[config.mk]
export PLATFORM = sky130hd
export DESIGN_NAME = fpr_stack
export DESIGN_NICKNAME = d
export VERILOG_FILES = /design/src/rtl/fpr_stack_pkg.sv /design/src/rtl/fpr_tag_ctrl.sv /design/src/rtl/fpr_regfile.sv /design/src/rtl/fpr_opnd_sel.sv /design/src/rtl/fpr_stack.sv
export SDC_FILE = /design/constraint.sdc
export NUM_CORES = 2
export LEC_CHECK = 0
export BUFFER_PORTS_ARGS = -buffer_cell sky130_fd_sc_hd__buf_2
export CORE_MARGIN = 2
export CORE_UTILIZATION = 40
export CTS_BUF_LIST = sky130_fd_sc_hd__clkbuf_8
export CTS_CLUSTER_DIAMETER = 40
export DETAILED_ROUTE_END_ITERATION = 8
export PLACE_DENSITY = 0.54
export SYNTH_ARGS = -nofsm -noshare
export SYNTH_HDL_FRONTEND = slang
export SYNTH_SLANG_ARGS = --single-unit
[constraint.sdc]
create_clock -name clk -period 6.71 [get_ports clk]
set_input_delay 0.3355 -clock clk [delete_from_list [all_inputs] [get_ports clk]]
set_output_delay 0.3355 -clock clk [all_outputs]
set_load 0.03 [all_outputs]
[src/rtl/fpr_stack_pkg.sv]
package fpr_stack_pkg;
    typedef enum logic [2:0] {
        OP_NOP   = 3'd0,
        OP_PUSH  = 3'd1,
        OP_POP   = 3'd2,
        OP_XCHG  = 3'd3,
        OP_WB    = 3'd4,
        OP_WBPOP = 3'd5
    } fpr_op_e;
endpackage

[src/rtl/fpr_tag_ctrl.sv]
module fpr_tag_ctrl
    import fpr_stack_pkg::*;
#(
    parameter int DEPTH = 8,
    parameter int PTR_W = $clog2(DEPTH)
) (
    input  logic             clk,
    input  logic             rst_n,
    input  logic             clear_i,
    input  logic [2:0]       op_i,
    input  logic [PTR_W-1:0] idx_a_i,
    input  logic [PTR_W-1:0] idx_b_i,
    output logic [PTR_W-1:0] top_o,
    output logic [DEPTH-1:0] tag_o,
    output logic [PTR_W-1:0] slot_a_o,
    output logic [PTR_W-1:0] slot_b_o,
    output logic             we0_o,
    output logic [PTR_W-1:0] slot0_o,
    output logic             xchg_o,
    output logic             we1_o,
    output logic [PTR_W-1:0] slot1_o,
    output logic             ovf_o,
    output logic             unf_o
);
    localparam logic [PTR_W-1:0] ONE = 1;

    fpr_op_e          op;
    logic [PTR_W-1:0] top_q, top_d;
    logic [DEPTH-1:0] tag_q, tag_d;
    logic             ovf_q, ovf_d, unf_q, unf_d;
    logic [PTR_W-1:0] slot_a, slot_b, slot_push, top_next;

    assign op        = fpr_op_e'(op_i);
    assign slot_a    = top_q + idx_a_i;
    assign slot_b    = top_q + idx_b_i;
    assign slot_push = top_q - ONE;
    assign top_next  = top_q + ONE;

    // next-state decode
    always_comb begin
        top_d   = top_q;
        tag_d   = tag_q;
        ovf_d   = 1'b0;
        unf_d   = 1'b0;
        we0_o   = 1'b0;
        slot0_o = slot_a;
        we1_o   = 1'b0;
        slot1_o = slot_b;
        xchg_o  = 1'b0;
        if (clear_i) begin
            tag_d = '0;
        end else begin
            unique case (op)
                OP_PUSH: begin
                    if (tag_q[slot_push]) begin
                        ovf_d = 1'b1;
                    end else begin
                        we0_o            = 1'b1;
                        slot0_o          = slot_push;
                        tag_d[slot_push] = 1'b1;
                        top_d            = slot_push;
                    end
                end
                OP_POP: begin
                    if (!tag_q[top_q]) begin
                        unf_d = 1'b1;
                    end else begin
                        tag_d[top_q] = 1'b0;
                        top_d        = top_next;
                    end
                end
                OP_XCHG: begin
                    if (!tag_q[slot_a] || !tag_q[slot_b]) begin
                        unf_d = 1'b1;
                    end else begin
                        we0_o  = 1'b1;
                        we1_o  = 1'b1;
                        xchg_o = 1'b1;
                    end
                end
                OP_WB: begin
                    if (!tag_q[slot_a]) unf_d = 1'b1;
                    else                we0_o = 1'b1;
                end
                OP_WBPOP: begin
                    if (!tag_q[slot_a] || !tag_q[top_q]) begin
                        unf_d = 1'b1;
                    end else begin
                        we0_o        = 1'b1;
                        tag_d[top_q] = 1'b0;
                        top_d        = top_next;
                    end
                end
                default: ;
            endcase
        end
    end

    // state register
    always_ff @(posedge clk or negedge rst_n) begin
        if (!rst_n) begin
            top_q <= '0;
            tag_q <= '0;
            ovf_q <= 1'b0;
            unf_q <= 1'b0;
        end else begin
            top_q <= top_d;
            tag_q <= tag_d;
            ovf_q <= ovf_d;
            unf_q <= unf_d;
        end
    end

    // outputs
    always_comb begin
        top_o    = top_q;
        tag_o    = tag_q;
        slot_a_o = slot_a;
        slot_b_o = slot_b;
        ovf_o    = ovf_q;
        unf_o    = unf_q;
    end

    a_r4_overflow_freezes: assert property (@(posedge clk) disable iff (!rst_n)
        ovf_q |-> ($stable(top_q) && $stable(tag_q)));
    a_r5_underflow_freezes: assert property (@(posedge clk) disable iff (!rst_n)
        unf_q |-> ($stable(top_q) && $stable(tag_q)));
    a_r11_clear_empties: assert property (@(posedge clk) disable iff (!rst_n)
        clear_i |=> (tag_q == '0));
    a_r12_flags_exclusive: assert property (@(posedge clk) disable iff (!rst_n)
        !(ovf_q && unf_q));
    a_r3_pop_advances: assert property (@(posedge clk) disable iff (!rst_n)
        (op == OP_POP && !clear_i && tag_q[top_q]) |=> (top_q == $past(top_q) + ONE));
    a_r2_push_fills: assert property (@(posedge clk) disable iff (!rst_n)
        (op == OP_PUSH && !clear_i && !tag_q[slot_push]) |=> tag_q[top_q]);
endmodule

[src/rtl/fpr_regfile.sv]
module fpr_regfile #(
    parameter int DEPTH = 8,
    parameter int W     = 80,
    parameter int PTR_W = $clog2(DEPTH)
) (
    input  logic                      clk,
    input  logic                      rst_n,
    input  logic                      we0_i,
    input  logic [PTR_W-1:0]          slot0_i,
    input  logic [W-1:0]              data0_i,
    input  logic                      we1_i,
    input  logic [PTR_W-1:0]          slot1_i,
    input  logic [W-1:0]              data1_i,
    output logic [DEPTH-1:0][W-1:0]   slots_o
);
    for (genvar g = 0; g < DEPTH; g++) begin : g_slot
        localparam logic [PTR_W-1:0] SLOT = PTR_W'(g);
        logic [W-1:0] q;
        always_ff @(posedge clk or negedge rst_n) begin
            if (!rst_n)                        q <= '0;
            else if (we1_i && slot1_i == SLOT) q <= data1_i;
            else if (we0_i && slot0_i == SLOT) q <= data0_i;
        end
        assign slots_o[g] = q;
    end
endmodule

[src/rtl/fpr_opnd_sel.sv]
module fpr_opnd_sel #(
    parameter int DEPTH = 8,
    parameter int W     = 80,
    parameter int PTR_W = $clog2(DEPTH)
) (
    input  logic [DEPTH-1:0][W-1:0] slots_i,
    input  logic [DEPTH-1:0]        tag_i,
    input  logic [PTR_W-1:0]        top_i,
    input  logic [PTR_W-1:0]        slot_a_i,
    input  logic                    rev_i,
    output logic [W-1:0]            opnd_a_o,
    output logic [W-1:0]            opnd_b_o,
    output logic                    rd_fault_o
);
    logic [W-1:0] head, sel;

    always_comb begin
        head       = slots_i[top_i];
        sel        = slots_i[slot_a_i];
        rd_fault_o = !tag_i[top_i] || !tag_i[slot_a_i];
        if (rev_i) begin
            opnd_a_o = sel;
            opnd_b_o = head;
        end else begin
            opnd_a_o = head;
            opnd_b_o = sel;
        end
    end
endmodule

[src/rtl/fpr_stack.sv]
module fpr_stack #(
    parameter int DEPTH = 8,
    parameter int W     = 80,
    parameter int PTR_W = $clog2(DEPTH)
) (
    input  logic             clk,
    input  logic             rst_n,
    input  logic             clear_i,
    input  logic [2:0]       op_i,
    input  logic [PTR_W-1:0] idx_a_i,
    input  logic [PTR_W-1:0] idx_b_i,
    input  logic             rev_i,
    input  logic [W-1:0]     data_i,
    output logic [W-1:0]     opnd_a_o,
    output logic [W-1:0]     opnd_b_o,
    output logic             rd_fault_o,
    output logic [PTR_W-1:0] top_o,
    output logic [DEPTH-1:0] tag_o,
    output logic             ovf_o,
    output logic             unf_o
);
    logic [PTR_W-1:0]        slot_a, slot_b, slot0, slot1;
    logic                    we0, we1, xchg;
    logic [DEPTH-1:0][W-1:0] slots;
    logic [W-1:0]            data0, data1;

    fpr_tag_ctrl #(.DEPTH(DEPTH), .PTR_W(PTR_W)) u_ctrl (
        .clk(clk), .rst_n(rst_n), .clear_i(clear_i), .op_i(op_i),
        .idx_a_i(idx_a_i), .idx_b_i(idx_b_i), .top_o(top_o), .tag_o(tag_o),
        .slot_a_o(slot_a), .slot_b_o(slot_b), .we0_o(we0), .slot0_o(slot0),
        .xchg_o(xchg), .we1_o(we1), .slot1_o(slot1), .ovf_o(ovf_o), .unf_o(unf_o)
    );

    // exchange feeds each slot from the other; otherwise port 0 takes data_i
    assign data0 = xchg ? slots[slot_b] : data_i;
    assign data1 = slots[slot_a];

    fpr_regfile #(.DEPTH(DEPTH), .W(W), .PTR_W(PTR_W)) u_rf (
        .clk(clk), .rst_n(rst_n), .we0_i(we0), .slot0_i(slot0), .data0_i(data0),
        .we1_i(we1), .slot1_i(slot1), .data1_i(data1), .slots_o(slots)
    );

    fpr_opnd_sel #(.DEPTH(DEPTH), .W(W), .PTR_W(PTR_W)) u_sel (
        .slots_i(slots), .tag_i(tag_o), .top_i(top_o), .slot_a_i(slot_a),
        .rev_i(rev_i), .opnd_a_o(opnd_a_o), .opnd_b_o(opnd_b_o),
        .rd_fault_o(rd_fault_o)
    );
endmodule

==> impl_metrics.csv <==
group,metric,value,unit
run_status,run_status,"finished clean",
clock_network,cts_num_sinks,653,
place,place.detailed.hpwl,94000,um
clock_network,post-cts-setup-buffer-count,0,
floorplanning,design.core.area,0.118,mm2
timing,final.hold.worst_slack,0.0725,ns
drt,routed_wl,179000,um
clock_network,tritoncts_clock_tree,"yes",
yosys,synth_enable_flop_cells,0,
yosys,mappedNetlistNets,3945,
cells_and_area,post_layout_nonfiller_instances,5650,
worst_setup_path,worst_setup_path_startpoint,"u_ctrl.top_o[0]$_DFFE_PN0P_",
place,io_buffers,266,
yosys,synth_top_flop_cell,"dfrtp_1",
floorplanning,die_width,348,um
timing,setup_viol,0,
timing,worst_margin_slew,1.18,ns
place,pre_cts_ws,1.43,ns
clock_network,ctsHtreeMaxLevel,4,
worst_hold_path,worst_hold_path_type,"in -> reg",
worst_setup_path,worstSetupEndpoint,"opnd_b_o[5]",
timing,fmax,178,MHz
drt,first_drt_iteration_drcs,3995,
yosys,yosysTopAreaCellShare,0.346,
timing,final.setup.worst_slack,1.10,ns
clock_network,ctsLongestPathBuffers,3,
grt,grt_util_all_layers,0.293,
worst_setup_path,worst_ep_required_time,6.37,ns
cells_and_area,layout_net_count,4083,
yosys,share_of_the_yosys_chip_area_belonging_to_registers,0.346,
timing,fin_crit_sh,0.837,
drt,wl_per_cell,31.6,um
timing,rsz0062_at_grt,"no",
drt,antenna_left,0,
floorplanning,design.portCount,267,
yosys,synth.distinct_cells,62,
pwr,vdd_ir_drop_max,0.573,mV
timing,final_setup_tns,0,ns
place,dpl-instance-area,0.0497,mm2
worst_hold_path,worstHoldStart,"data_i[79]",
worst_setup_path,r2r.worst_path.cells,11,
cells_and_area,post_route_cells_drive_above_1_share,0.253,
place,gp_congestion,0.828,
drt,drcViolationCount,0,
worst_setup_path,timing.critical_path.from_type,"flop",
clock_network,cts_resized,0,
yosys,synth_area,0.0472,mm2
pwr,power_per_cell_area,551,mW/mm2
grt,grt_start_max_net_pins,148,
grt,first_global_vias,38600,
drt,detailroute.via_count,37600,
yosys,async_set_or_reset_flop_fraction_in_the_synthesized_netlist,1.00,
yosys,postSynthCellCount,3846,
cells_and_area,finalInstanceArea,0.0533,mm2
clock_network,cts_inserted_buffers,150,
pwr,total_leakage_power,22.7,nW
drt,drt-pass1-iter-count,6,
clock_network,cts.hold.buffers_added,13,
yosys,cell_taking_the_most_area_after_synthesis,"dfrtp_1",
clock_network,cts_root_buffer,"clkbuf_8",
worst_setup_path,timing.critical_path.fanout_max,112,
yosys,synth_warnings,0,
cells_and_area,area_growth_syn_to_layout,12.9,%
timing,hold_violations,0,
worst_setup_path,worstReg2RegEnd,"u_rf.g_slot[1].q[44]$_DFFE_PN0P_",
timing,clock-skew-final,0.0386,ns
clock_network,clk_transition_reported_paths,0.06,ns
drt,avgViaCountPerCell,6.66,
worst_setup_path,rrSetupSlack,1.36,ns
timing,drv_slew,0,
worst_setup_path,critical_path.endpoint_type,"output pin",
place,place_inst,5355,
timing,relSlewSlack,0.192,
worst_setup_path,r2r-start,"u_ctrl.top_o[0]$_DFFE_PN0P_",
floorplanning,core.rowCount,126,
yosys,synth.ff_latch_count,653,
worst_setup_path,crit_type,"reg -> out",
yosys,synthesis.area_per_instance,12.3,um2
timing,final.min_clock_period,5.61,ns
yosys,synth.top_cells.by_area,"dfrtp_1, mux2i_1, mux4_2, a22oi_1, clkbuf_1",
cells_and_area,final_util,0.453,
worst_setup_path,timing.critical_path.arrival,5.28,ns
grt,grt_pass1_wl,266000,um
run,reported_max_cap_violation_count,0,
clock_network,source_to_sink_clock_delay_at_the_later_pin_of_the_worst_skew_pair,0.85,ns
pwr,power.total,29.4,mW
grt,grt_overflow_total,0,
floorplanning,design.die.area,0.121,mm2
floorplanning,die_height,348,um
grt,antenna_found_initial,6,
floorplanning,start_util,0.402,
cell usage after synthesis, types with 2 or more instances:
master / instances
mux2i_1: 1443
dfrtp_1: 653
mux4_2: 326
a22oi_1: 290
clkbuf_1: 212
nand2_1: 100
nand3_1: 90
nand4_1: 83
o211ai_1: 81
buf_2: 71
and4_1: 65
o21ai_1: 60
buf_6: 44
or2_2: 40
buf_1: 37
or2_1: 30
nor2_1: 21
o21ai_2: 20
and3_1: 19
a22o_1: 16
buf_12: 16
a221oi_1: 15
buf_4: 12
or2_0: 11
nor3_1: 10
a21oi_1: 8
nand2b_1: 7
inv_1: 6
a211oi_1: 5
a31oi_1: 4
ha_1: 4
mux2_2: 4
xnor2_1: 4
o21ai_0: 3
or3_1: 3
a221oi_2: 2
a32oi_1: 2
and3b_1: 2
fa_1: 2
mux2_4: 2
xnor3_1: 2
sequential cells by signal, indices dropped and copies added (netlist names):
register	count
u_rf.g_slot.q	640
u_ctrl.tag_o	8
u_ctrl.unf_o	1
u_ctrl.top_o	3
u_ctrl.ovf_o	1
worst min path at each step:
stage / endpoint / slack, ns / cells after the start
after CTS: u_rf.g_slot[6].q[79]$_DFFE_PN0P_ / 0.008 / 5
after detailed placement: u_rf.g_slot[7].q[29]$_DFFE_PN0P_ / 0.42 / 1
after floorplan: u_ctrl.ovf_o$_DFF_PN0_ / 0.04 / 0
after global routing: u_rf.g_slot[6].q[79]$_DFFE_PN0P_ / 0.06 / 5
after global placement: u_rf.g_slot[7].q[29]$_DFFE_PN0P_ / 0.42 / 1
final: u_rf.g_slot[6].q[79]$_DFFE_PN0P_ / 0.07 / 5
cell type report:
cell class	count	area, um2
Antenna cell	6	15.0
Clock buffer	182	2500
Clock inverter	94	961
Fill cell	10900	64300
Inverter	7	26.3
Multi-Input combinational cell	2794	28900
Sequential cell	653	16300
Tap cell	1536	1920
Timing Repair Buffer	378	2600
power breakdown:
part	internal (mW)	switching, mW
Combinational	6.47	10.4
Sequential	5.43	1.71
Clock	3.20	2.12
Total	15.1	14.3
layer usage:
layer,GRT usage,up-vias,routed length [um]
li1,-,15500,-
met1,0.400,19600,74800
met2,0.450,2104,81600
met3,0.0704,407,16500
met4,0.108,2,5840
met5,0,-,12
cell usage in the layout, fill, tap and decap left out, types with 3 or more instances in the layout:
cell and n:
nand2_1 99, and3_4 5, buf_12 30, and3_1 15
a31oi_1 4, clkinvlp_4 16, nor3_2 4, nand2b_1 7
mux2i_1 1443, dfrtp_1 653, o21ai_2 20, buf_4 69
buf_2 264, a22oi_1 290, nor2_1 19, o21ai_1 60
a211oi_4 5, o211ai_1 81, clkbuf_8 182, or2_1 30
a22o_1 16, inv_1 37, a221oi_1 15, o21ai_0 3
clkinv_2 25, dlygate4sd3_1 13, or2_0 11, nor3_1 6
diode_2 6, mux4_2 326, or2_2 40, nand3_1 88
nand4_1 83, and4_1 65, a21oi_1 8, bufinv_16 19
mux2_2 3, xnor2_1 4
kinds of logic after synthesis:
group,synth area share
AO/OA/AOI/OAI,0.0799
multiplexers,0.463
buffers and inverters,0.0471
AND/OR/NAND/NOR,0.0596
XOR/XNOR,0.00204
adder cells (fa/ha/maj),0.00191
flip-flops,0.346
critical path, cell delays in order (launching register included):
cell     delay [ns]
dfrtp_1        0.84
ha_4           0.22
inv_1          0.05
fa_4           0.41
xnor3_4        0.49
buf_12         0.63
mux4_2         0.40
mux2i_1        0.68
mux2i_1        0.37
buf_2          0.29
Note: power is estimated with default switching activity, not from simulation.
